$ cat config.mk
export PLATFORM = sky130hd
export DESIGN_NAME = spi_regmaster
export DESIGN_NICKNAME = d
export VERILOG_FILES = /design/src/rtl/spi_rm_pkg.sv /design/src/rtl/spi_rm_fifo.sv /design/src/rtl/spi_rm_engine.sv /design/src/rtl/spi_rm_csel.sv /design/src/rtl/spi_regmaster.sv
export SDC_FILE = /design/constraint.sdc
export NUM_CORES = 1
export LEC_CHECK = 0
export BUFFER_PORTS_ARGS = -buffer_cell sky130_fd_sc_hd__buf_2
export CAP_MARGIN = 30
export CORE_MARGIN = 1.5
export CORE_UTILIZATION = 65
export DETAILED_ROUTE_END_ITERATION = 12
export PLACE_DENSITY_LB_ADDON = 0.08
export SETUP_SLACK_MARGIN = 0.2
export SYNTH_ARGS = -nofsm -noshare
export SYNTH_HDL_FRONTEND = slang
export SYNTH_SLANG_ARGS = --single-unit
$ cat constraint.sdc
create_clock -name clk -period 9.65 [get_ports clk]
set_clock_uncertainty 0.1 [all_clocks]
set_input_delay 1.4475 -clock clk [delete_from_list [all_inputs] [get_ports clk]]
set_output_delay 1.4475 -clock clk [all_outputs]
set_load 0.1 [all_outputs]
$ cat src/rtl/spi_rm_pkg.sv
package spi_rm_pkg;
  localparam int OFS_CTRL = 0;
  localparam int OFS_DATA = 4;
  localparam int OFS_DIV  = 8;

  localparam int B_SEL      = 0;
  localparam int B_CPHA     = 2;
  localparam int B_CPOL     = 3;
  localparam int B_FLUSH_TX = 4;
  localparam int B_FLUSH_RX = 5;
  localparam int B_POL_ALL  = 6;
  localparam int B_ACT      = 7;
  localparam int B_IE_DONE  = 9;
  localparam int B_IE_RXR   = 10;
  localparam int B_DONE     = 16;
  localparam int B_RXD      = 17;
  localparam int B_TXD      = 18;
  localparam int B_RXR      = 19;
  localparam int B_RXF      = 20;
  localparam int B_POL_LINE = 21;

  // bits that are stored in the control word
  localparam logic [31:0] CFG_MASK = 32'h00E0_06CF;
endpackage

$ cat src/rtl/spi_rm_fifo.sv
module spi_rm_fifo #(
  parameter int W     = 8,
  parameter int DEPTH = 16,
  localparam int AW   = $clog2(DEPTH),
  localparam int CW   = AW + 1
) (
  input  logic          clk,
  input  logic          rst,
  input  logic          clr,
  input  logic          push,
  input  logic [W-1:0]  wdata,
  input  logic          pop,
  output logic [W-1:0]  rdata,
  output logic [CW-1:0] count,
  output logic          empty,
  output logic          full
);
  logic [W-1:0]  mem [DEPTH];
  logic [AW-1:0] wptr, rptr;

  assign empty = (count == '0);
  assign full  = (count == CW'(DEPTH));
  assign rdata = mem[rptr];

  always_ff @(posedge clk) begin
    if (push && !full) mem[wptr] <= wdata;
  end

  always_ff @(posedge clk) begin
    if (rst || clr) begin
      wptr  <= '0;
      rptr  <= '0;
      count <= '0;
    end else begin
      if (push && !full) wptr <= wptr + 1'b1;
      if (pop && !empty) rptr <= rptr + 1'b1;
      count <= count + CW'(push && !full) - CW'(pop && !empty);
    end
  end
endmodule

$ cat src/rtl/spi_rm_engine.sv
module spi_rm_engine #(
  parameter int DW    = 8,
  parameter int DIV_W = 16,
  localparam int EW   = $clog2(2 * DW)
) (
  input  logic             clk,
  input  logic             rst,
  input  logic             active,
  input  logic             cpol,
  input  logic             cpha,
  input  logic [DIV_W-1:0] div,
  input  logic             tx_avail,
  input  logic [DW-1:0]    tx_byte,
  output logic             tx_pop,
  output logic             rx_push,
  output logic [DW-1:0]    rx_byte,
  output logic             busy,
  output logic             sclk,
  output logic             mosi,
  input  logic             miso
);
  logic [DIV_W-1:0] half, hcnt;
  logic [EW-1:0]    ecnt;
  logic [DW-1:0]    txsh, rxsh;
  logic             tick, out_edge;

  // half period in core cycles; bit 0 ignored, zero maps to the slowest rate
  assign half     = (div[DIV_W-1:1] == '0) ? (DIV_W'(1) << (DIV_W - 1))
                                           : {1'b0, div[DIV_W-1:1]};
  assign tick     = busy && (hcnt == '0);
  assign out_edge = ecnt[0] ^ cpha;
  assign tx_pop   = active && !busy && tx_avail;
  assign rx_push  = tick && (ecnt == EW'(2 * DW - 1));
  assign rx_byte  = cpha ? {rxsh[DW-2:0], miso} : rxsh;

  always_ff @(posedge clk) begin
    if (rst) begin
      busy <= 1'b0;
      sclk <= 1'b0;
      mosi <= 1'b0;
      hcnt <= '0;
      ecnt <= '0;
      txsh <= '0;
      rxsh <= '0;
    end else if (!active) begin
      busy <= 1'b0;
      sclk <= cpol;
      mosi <= 1'b0;
    end else if (!busy) begin
      sclk <= cpol;
      if (tx_pop) begin
        busy <= 1'b1;
        ecnt <= '0;
        hcnt <= half - 1'b1;
        if (cpha) begin
          txsh <= tx_byte;
        end else begin
          mosi <= tx_byte[DW-1];
          txsh <= {tx_byte[DW-2:0], 1'b0};
        end
      end
    end else if (!tick) begin
      hcnt <= hcnt - 1'b1;
    end else begin
      sclk <= ~sclk;
      hcnt <= half - 1'b1;
      ecnt <= ecnt + 1'b1;
      if (out_edge) begin
        mosi <= txsh[DW-1];
        txsh <= {txsh[DW-2:0], 1'b0};
      end else begin
        rxsh <= {rxsh[DW-2:0], miso};
      end
      if (rx_push) busy <= 1'b0;
    end
  end
endmodule

$ cat src/rtl/spi_rm_csel.sv
module spi_rm_csel #(
  parameter int NCS = 3
) (
  input  logic           clk,
  input  logic           rst,
  input  logic           active,
  input  logic [1:0]     sel,
  input  logic           pol_all,
  input  logic [NCS-1:0] pol_line,
  output logic [NCS-1:0] cs_o
);
  for (genvar i = 0; i < NCS; i++) begin : g_line
    logic lvl;
    assign lvl = pol_all | pol_line[i];
    always_ff @(posedge clk) begin
      if (rst) cs_o[i] <= 1'b1;
      else     cs_o[i] <= (active && (sel == 2'(i))) ? lvl : ~lvl;
    end
  end
endmodule

$ cat src/rtl/spi_regmaster.sv
module spi_regmaster
  import spi_rm_pkg::*;
#(
  parameter int ADDR_W = 5,
  parameter int DW     = 8,
  parameter int DEPTH  = 16,
  parameter int NCS    = 3,
  parameter int DIV_W  = 16,
  localparam int CW    = $clog2(DEPTH) + 1,
  localparam int RXR_LVL = (DEPTH * 3) / 4
) (
  input  logic              clk,
  input  logic              rst,
  input  logic              reg_en,
  input  logic              reg_we,
  input  logic [ADDR_W-1:0] reg_addr,
  input  logic [31:0]       reg_wdata,
  output logic [31:0]       reg_rdata,
  output logic              sclk,
  output logic              mosi,
  input  logic              miso,
  output logic [NCS-1:0]    cs_o,
  output logic              irq
);
  logic [31:0]      cfg_q, status;
  logic [DIV_W-1:0] div_q;
  logic             hit_ctrl, hit_data, hit_div, wr_ctrl;
  logic             flush_tx, flush_rx, tx_push, rx_pop;
  logic [DW-1:0]    tx_head, rx_head, rx_byte;
  logic [CW-1:0]    tx_count, rx_count;
  logic             tx_empty, tx_full, rx_empty, rx_full;
  logic             tx_pop, rx_push, eng_busy, done, rxr;

  assign hit_ctrl = reg_en && (reg_addr == ADDR_W'(OFS_CTRL));
  assign hit_data = reg_en && (reg_addr == ADDR_W'(OFS_DATA));
  assign hit_div  = reg_en && (reg_addr == ADDR_W'(OFS_DIV));
  assign wr_ctrl  = hit_ctrl && reg_we;
  assign flush_tx = wr_ctrl && reg_wdata[B_FLUSH_TX];
  assign flush_rx = wr_ctrl && reg_wdata[B_FLUSH_RX];
  assign tx_push  = hit_data && reg_we;
  assign rx_pop   = hit_data && !reg_we;

  assign done = cfg_q[B_ACT] && tx_empty && !eng_busy;
  assign rxr  = (rx_count >= CW'(RXR_LVL));

  always_comb begin
    status         = cfg_q;
    status[B_DONE] = done;
    status[B_RXD]  = !rx_empty;
    status[B_TXD]  = !tx_full;
    status[B_RXR]  = rxr;
    status[B_RXF]  = rx_full;
  end

  always_ff @(posedge clk) begin
    if (rst) begin
      cfg_q     <= '0;
      div_q     <= '0;
      reg_rdata <= '0;
      irq       <= 1'b0;
    end else begin
      if (wr_ctrl)          cfg_q <= reg_wdata & CFG_MASK;
      if (hit_div && reg_we) div_q <= reg_wdata[DIV_W-1:0];
      if (reg_en && !reg_we) begin
        if (hit_ctrl)      reg_rdata <= status;
        else if (hit_data) reg_rdata <= rx_empty ? '0 : 32'(rx_head);
        else if (hit_div)  reg_rdata <= 32'(div_q);
        else               reg_rdata <= '0;
      end
      irq <= (cfg_q[B_IE_DONE] && done) || (cfg_q[B_IE_RXR] && rxr);
    end
  end

  spi_rm_fifo #(.W(DW), .DEPTH(DEPTH)) u_txq (
    .clk(clk), .rst(rst), .clr(flush_tx), .push(tx_push), .wdata(reg_wdata[DW-1:0]),
    .pop(tx_pop), .rdata(tx_head), .count(tx_count), .empty(tx_empty), .full(tx_full)
  );

  spi_rm_fifo #(.W(DW), .DEPTH(DEPTH)) u_rxq (
    .clk(clk), .rst(rst), .clr(flush_rx), .push(rx_push), .wdata(rx_byte),
    .pop(rx_pop), .rdata(rx_head), .count(rx_count), .empty(rx_empty), .full(rx_full)
  );

  spi_rm_engine #(.DW(DW), .DIV_W(DIV_W)) u_eng (
    .clk(clk), .rst(rst), .active(cfg_q[B_ACT]), .cpol(cfg_q[B_CPOL]), .cpha(cfg_q[B_CPHA]),
    .div(div_q), .tx_avail(!tx_empty && !rx_full), .tx_byte(tx_head), .tx_pop(tx_pop),
    .rx_push(rx_push), .rx_byte(rx_byte), .busy(eng_busy), .sclk(sclk), .mosi(mosi),
    .miso(miso)
  );

  spi_rm_csel #(.NCS(NCS)) u_cs (
    .clk(clk), .rst(rst), .active(cfg_q[B_ACT]), .sel(cfg_q[B_SEL +: 2]),
    .pol_all(cfg_q[B_POL_ALL]), .pol_line(cfg_q[B_POL_LINE +: NCS]), .cs_o(cs_o)
  );
endmodule

### Word level (Yosys, flattened, before mapping)

Memory sizes are Yosys's and may differ from the RTL's. A register that Yosys moved wholly into a read port is not among the register bits.
Index checks and enable logic that the tools add are counted.

| operators by class | value |
|---|---|
| mux-type cells | 40 |
| magnitude comparators | 1 |
| bitwise operators | 10 |
| reduce and logical (&&, ||, !) cells | 48 |
| div/mod/pow operators | 0 |
| shift operators | 0 |
| add/sub/neg operators | 11 |
| $mul | 0 |
| eq/ne operators | 11 |

Operator list:

| operator | count |
|---|---|
| 2-to-1 mux 16 bit | 6 |
| 2-to-1 mux 8 bit | 7 |
| subtractor 16 x 1 -> 16 bit (second input constant) | 2 |
| 2-to-1 mux 4 bit | 7 |
| logical AND 1 bit | 26 |
| 2-to-1 mux 24 bit | 1 |
| adder 4 x 1 -> 4 bit (second input constant) | 5 |
| 2-to-1 mux 1 bit | 19 |
| zero test 16 bit | 1 |
| zero test 15 bit | 1 |
| zero test 5 bit | 3 |
| AND reduction 4 bit | 3 |
| adder 5 x 1 -> 5 bit | 2 |
| equality test 5 bit (second input constant) | 2 |
| subtractor 5 x 1 -> 5 bit | 2 |
| zero test 1 bit | 6 |
| NOT 1 bit | 6 |
| equality test 5 x 3 -> 1 bit (second input constant) | 1 |
| equality test 5 x 4 -> 1 bit (second input constant) | 1 |
| greater-or-equal comparator 5 x 4 -> 1 bit (second input constant) | 1 |
| equality test 4 bit (second input constant) | 1 |
| != test 2 bit (second input constant) | 2 |
| logical OR 1 bit | 3 |
| != test 3 bit (second input constant) | 1 |
| 10 further kinds | 12 |

| word-level totals | value |
|---|---|
| bits in registers | 128 |
| latch bits | 0 |
| bits in writable memories | 256 |
| output and inout port bits | 38 |
| logic and storage cells | 143 |
| input port bits | 42 |
| memories kept | 2 |
| ROM bits | 0 |

Memory list:

| name | words | bits a word | rd ports | clocked after Yosys merged registers in | wr ports | line | RTL |
|---|---|---|---|---|---|---|---|
| u_rxq.mem | 16 | 8 | 1 | 1 | 1 | spi_rm_fifo.sv:18 | `logic [W-1:0] mem [DEPTH];` |
| u_txq.mem | 16 | 8 | 1 | 1 | 1 | spi_rm_fifo.sv:18 |  |

### Logic depth before layout (Yosys ltp)

| depth | value |
|---|---|
| word-level depth | 7 |
| depth in mapped cells | 14 |

### Hierarchy

A second synthesis with hierarchy kept.

| second synthesis, totals | value |
|---|---|
| cell total of the unflattened synthesis | 1214 |
| area total of the unflattened synthesis | 16679.7 µm² |

Modules (own cells, without submodules):

| module | area an instance (µm²) | cells an instance | instances |
|---|---|---|---|
| spi_rm_fifo | 5801.8 | 313 | 2 |
| spi_rm_engine | 2474.9 | 311 | 1 |
| spi_regmaster | 2438.6 | 262 | 1 |
| spi_rm_csel | 162.7 | 15 | 1 |

### Worst setup path after synthesis

OpenSTA, ideal clock, no wires.

| timing path | value |
|---|---|
| kind | input to register |
| start | input reg_addr[1] |
| end | register u_rxq.count[4] |
| setup slack | 5.583 ns |
| required time | 9.422 ns |
| library setup time | 0.128 ns |
| data arrival time | 3.839 ns |
| stages on the path | 12 |
| cell sequence | or3_1 -> nor4_1 -> buf_2 -> ha_1 -> inv_1 -> ha_1 -> fa_1 -> a21oi_1 -> nor2_1 -> nor2_1 -> xor2_1 -> nor2_1 |

| between the ends | value |
|---|---|
| word-level cells in the longest chain between the ends | 5 |
| elaborated cells on any way between the ends | 10 |

Ends and longest elaborated chain:

| item | line | RTL |
|---|---|---|
| start, declared | spi_regmaster.sv:16 | `input logic [ADDR_W-1:0] reg_addr,` |
| equality test 5 x 3 -> 1 bit or zero test 5 bit (tied branches) | spi_regmaster.sv:35, spi_regmaster.sv:34 |  |
| logical AND 1 bit, on equally long branches | spi_regmaster.sv:35, spi_regmaster.sv:34 |  |
| logical AND 1 bit, on equally long branches | spi_regmaster.sv:41, spi_regmaster.sv:37 |  |
| logical AND 1 bit, on equally long branches | spi_rm_fifo.sv:37, spi_regmaster.sv:39 |  |
| subtractor 5 x 1 -> 5 bit or logical OR 1 bit (tied branches) | spi_rm_fifo.sv:37, spi_rm_fifo.sv:30 |  |
| end signal, assigned | spi_rm_fifo.sv:37 | `count <= count + CW'(push && !full) - CW'(pop && !empty);` |
| end, declared | spi_rm_fifo.sv:14 | `output logic [CW-1:0] count,` |

Several ways; a longest one is shown, not always the timed one.
A chain may end at the register's enable or synchronous reset.

### Worst setup path in the final report

Same ends and word-level chain as after synthesis.

==> summary.md <==
| Metric | Value |
|---|---|
| Crit path capture type | `register` |
| Largest cells by area after synthesis | `edfxtp_1, dfxtp_1, mux4_2, mux2i_1, nor2_1` |
| Drt total wl | `35,900 um` |
| Leak | `6.34 nW` |
| Routed len/inst | `23.0 um` |
| Max VDD drop | `0.000180 V` |
| Diode count | `0` |
| First-pass GRT wire length | `55,700 um` |
| Fill cells | `1,551` |
| CTS-repair resized insts | `0` |
| Synth async-reset ratio | `0%` |
| H-tree levels | `2` |
| Worst endpoint required time | `9.95 ns` |
| DRC Markers | `0` |
| Worst-path clk slew | `0.06 ns` |
| Die W | `162 um` |
| Synth Instances | `1,154` |
| FP Rows | `57` |
| Area of the core | `24,500 um^2` |
| Initial core utilization | `66.7%` |
| Critical path's slowest cell | `or3_1` |
| Root Driver | `clkbuf_16` |
| Final hold violations | `0` |
| Crit path cell chain | `buf_2 > or3_1 > nor4_2 > buf_4 > ha_1 > inv_1 > ha_1 > fa_1 > a21oi_1 > nor2_1 > nor2_1 > xor2_1 > nor2_1` |
| F_max | `283 MHz` |
| Worst-path fanout max | `13` |
| Worst slew margin | `31.2%` |
| CTS tree | `yes` |
| Clk sinks | `384` |
| CP arrival | `3.83 ns` |
| DR pass1 iterations | `8` |
| Type of origin of the critical path | `input port` |
| Vias | `9,879` |
| Number of enable flip-flop cells after synthesis | `256` |
| Crit path top cell by count | `nor2_1` |
| Fin. max-slew vios | `0` |
| # IOs | `80` |
| Area Overhead vs Synth | `11.0%` |
| Worst stage delay on the critical path | `0.45 ns` |
| Gr usage total | `28.2%` |
| Grt total ovfl | `0` |
| Num CTS Buffers | `39` |
| Initial antenna violation count | `1` |
| Post-DRT Antenna Nets | `0` |
| Post-synth top area share | `47.0%` |
| Post-layout net count | `1,280` |
| PwrDens | `180 nW/um^2` |
| Setup repair bufs after CTS | `0` |
| Commonest cells in the netlist | `edfxtp_1, nor2_1, dfxtp_1` |
| Die Ht | `162 um` |
| Worst slew pin tran | `1.03 ns` |
| Top_reg_cell synth | `edfxtp_1` |
| Syn_area_per_cell | `14.2 um^2` |
| TNS Setup | `0 ns` |
| Hold_buf cts | `0` |
| Crit path time final | `3.53 ns` |
| HP Class | `register to register` |
| Drt first-iter violations | `1,015` |
| Clk buf depth | `3` |
| Area leader, netlist | `edfxtp_1` |
| Largest net degree at the start of global routing | `87` |
| Placer Congestion | `0.810` |
| Yosys warns | `0` |
| Layout cells sized above 1 | `20.0%` |
| #FFs+latches synth | `384` |
| Status | `finished clean` |
| RSZ-0062 raised after global routing | `false` |
| Worst-Skew Late Latency | `0.54 ns` |
| Vias per inst | `6.32` |
| Worst Setup Path Type | `input port to register` |
| Final Setup Violations | `0` |
| Synth unique cells | `80` |
| Mapped Area | `16,400 um^2` |
| PortBufs | `58` |
| Vias in the first global route | `9,901` |
| Max-Cap Viols | `0` |
| Sequential share of the synthesized area | `62.7%` |
| Count leader, synth | `edfxtp_1` |
| Fin crit share | `36.6%` |
| Hold Worst Slack | `0.354 ns` |
| Hpwl dp | `23,000 um` |
| Total power | `3.26 mW` |
| Die ar. | `26,100 um^2` |
[power breakdown]
part           total, mW  internal (mW)  switching [mW]
sequential          1.74           1.74         0.00121
combinational     0.0566         0.0114          0.0452
clock               1.46          0.845           0.615
total               3.26           2.60           0.661
[cell usage in the layout, fill, tap and decap left out, drive strengths merged, types with 13 or more instances in the layout]
cell	n
a21oi	36
mux4	70
nand2	48
xor2	13
inv	39
clkbuf	56
mux2i	65
ha	28
nor3	36
nand4	13
xnor2	17
nor2	141
a22oi	22
dfxtp	128
edfxtp	256
buf	79
o21ai	24
[sequential cells by signal (all words and copies together), names as in the netlist, 8 cells and up, named ones only]
| signal | flops |
|---|---|
| cfg_q | 11 |
| div_q | 16 |
| reg_rdata | 24 |
| u_eng.hcnt | 16 |
| u_eng.rxsh | 8 |
| u_eng.txsh | 8 |
| u_rxq.mem | 128 |
| u_txq.mem | 128 |
[routing by layer]
layer | part of all wire (%) | wire (um) | global-route usage, % | up-vias
li1 | - | - | - | 4481
met1 | 41 | 14700 | 37.8 | 4957
met2 | 50 | 18000 | 47.5 | 366
met3 | 5.8 | 2090 | 4.37 | 73
met4 | 3.0 | 1090 | 10.1 | 2
met5 | 0.036 | 13 | 0 | -
[worst max-delay path, delay by kind of cell]
kind | cells | cell delay [ns]
fa+ha+maj | 3 | 0.79
simple gates | 5 | 0.93
compound gates | 1 | 0.15
xor+xnor | 1 | 0.15
buf+inv | 3 | 0.36
[per-stage QoR]
step,area [um^2],setup slack [ns],utilization [%],cells
2_1_floorplan,16400,5.58,-,1161
3_3_place_gp,16900,5.55,68.7,1487
3_5_place_dp,16900,5.61,69.0,1490
4_1_cts,18200,6.13,74.0,1561
5_1_grt,18200,5.93,74.0,1562
6_report,18200,6.12,74.0,1562
[path summary, 6_finish.rpt]
check / startpoint / end / slack (ns) / depth (start not counted)
worst max-delay path: reg_addr[1] / u_rxq.count[4]$_SDFF_PP0_ / 6.12 / 13
worst min-delay path: u_eng.txsh[2]$_SDFFE_PP0P_ / u_eng.txsh[2]$_SDFFE_PP0P_ / 0.35 / 2
worst max register to register: u_eng.hcnt[11]$_SDFFE_PP0P_ / u_rxq.mem[12][6]$_DFFE_PP_ / 6.28 / 6
worst min register to register: u_eng.txsh[2]$_SDFFE_PP0P_ / u_eng.txsh[2]$_SDFFE_PP0P_ / 0.35 / 2
[cells by family after synthesis]
group           Yosys count  share of synthesized area [%]
buf+inv                 109                           3.09
simple gates            314                           9.95
fa+ha+maj                30                           2.39
flops                   384                           62.7
compound gates          141                           5.99
mux                     145                           14.3
xor+xnor                 30                           1.61
other cells               1                         0.0229
[cell type report]
| class | instances | area, um^2 | area share, % |
|---|---|---|---|
| inverters | 36 | 135 | 0.744 |
| repair buffers | 79 | 488 | 2.69 |
| multi-input cells | 668 | 5650 | 31.1 |
| well taps | 324 | 405 | 2.23 |
| clock buffers | 56 | 1090 | 6.01 |
| flip-flops and latches | 384 | 10300 | 56.5 |
| clock inverters | 15 | 141 | 0.779 |
(Power assumes the default switching activity.)
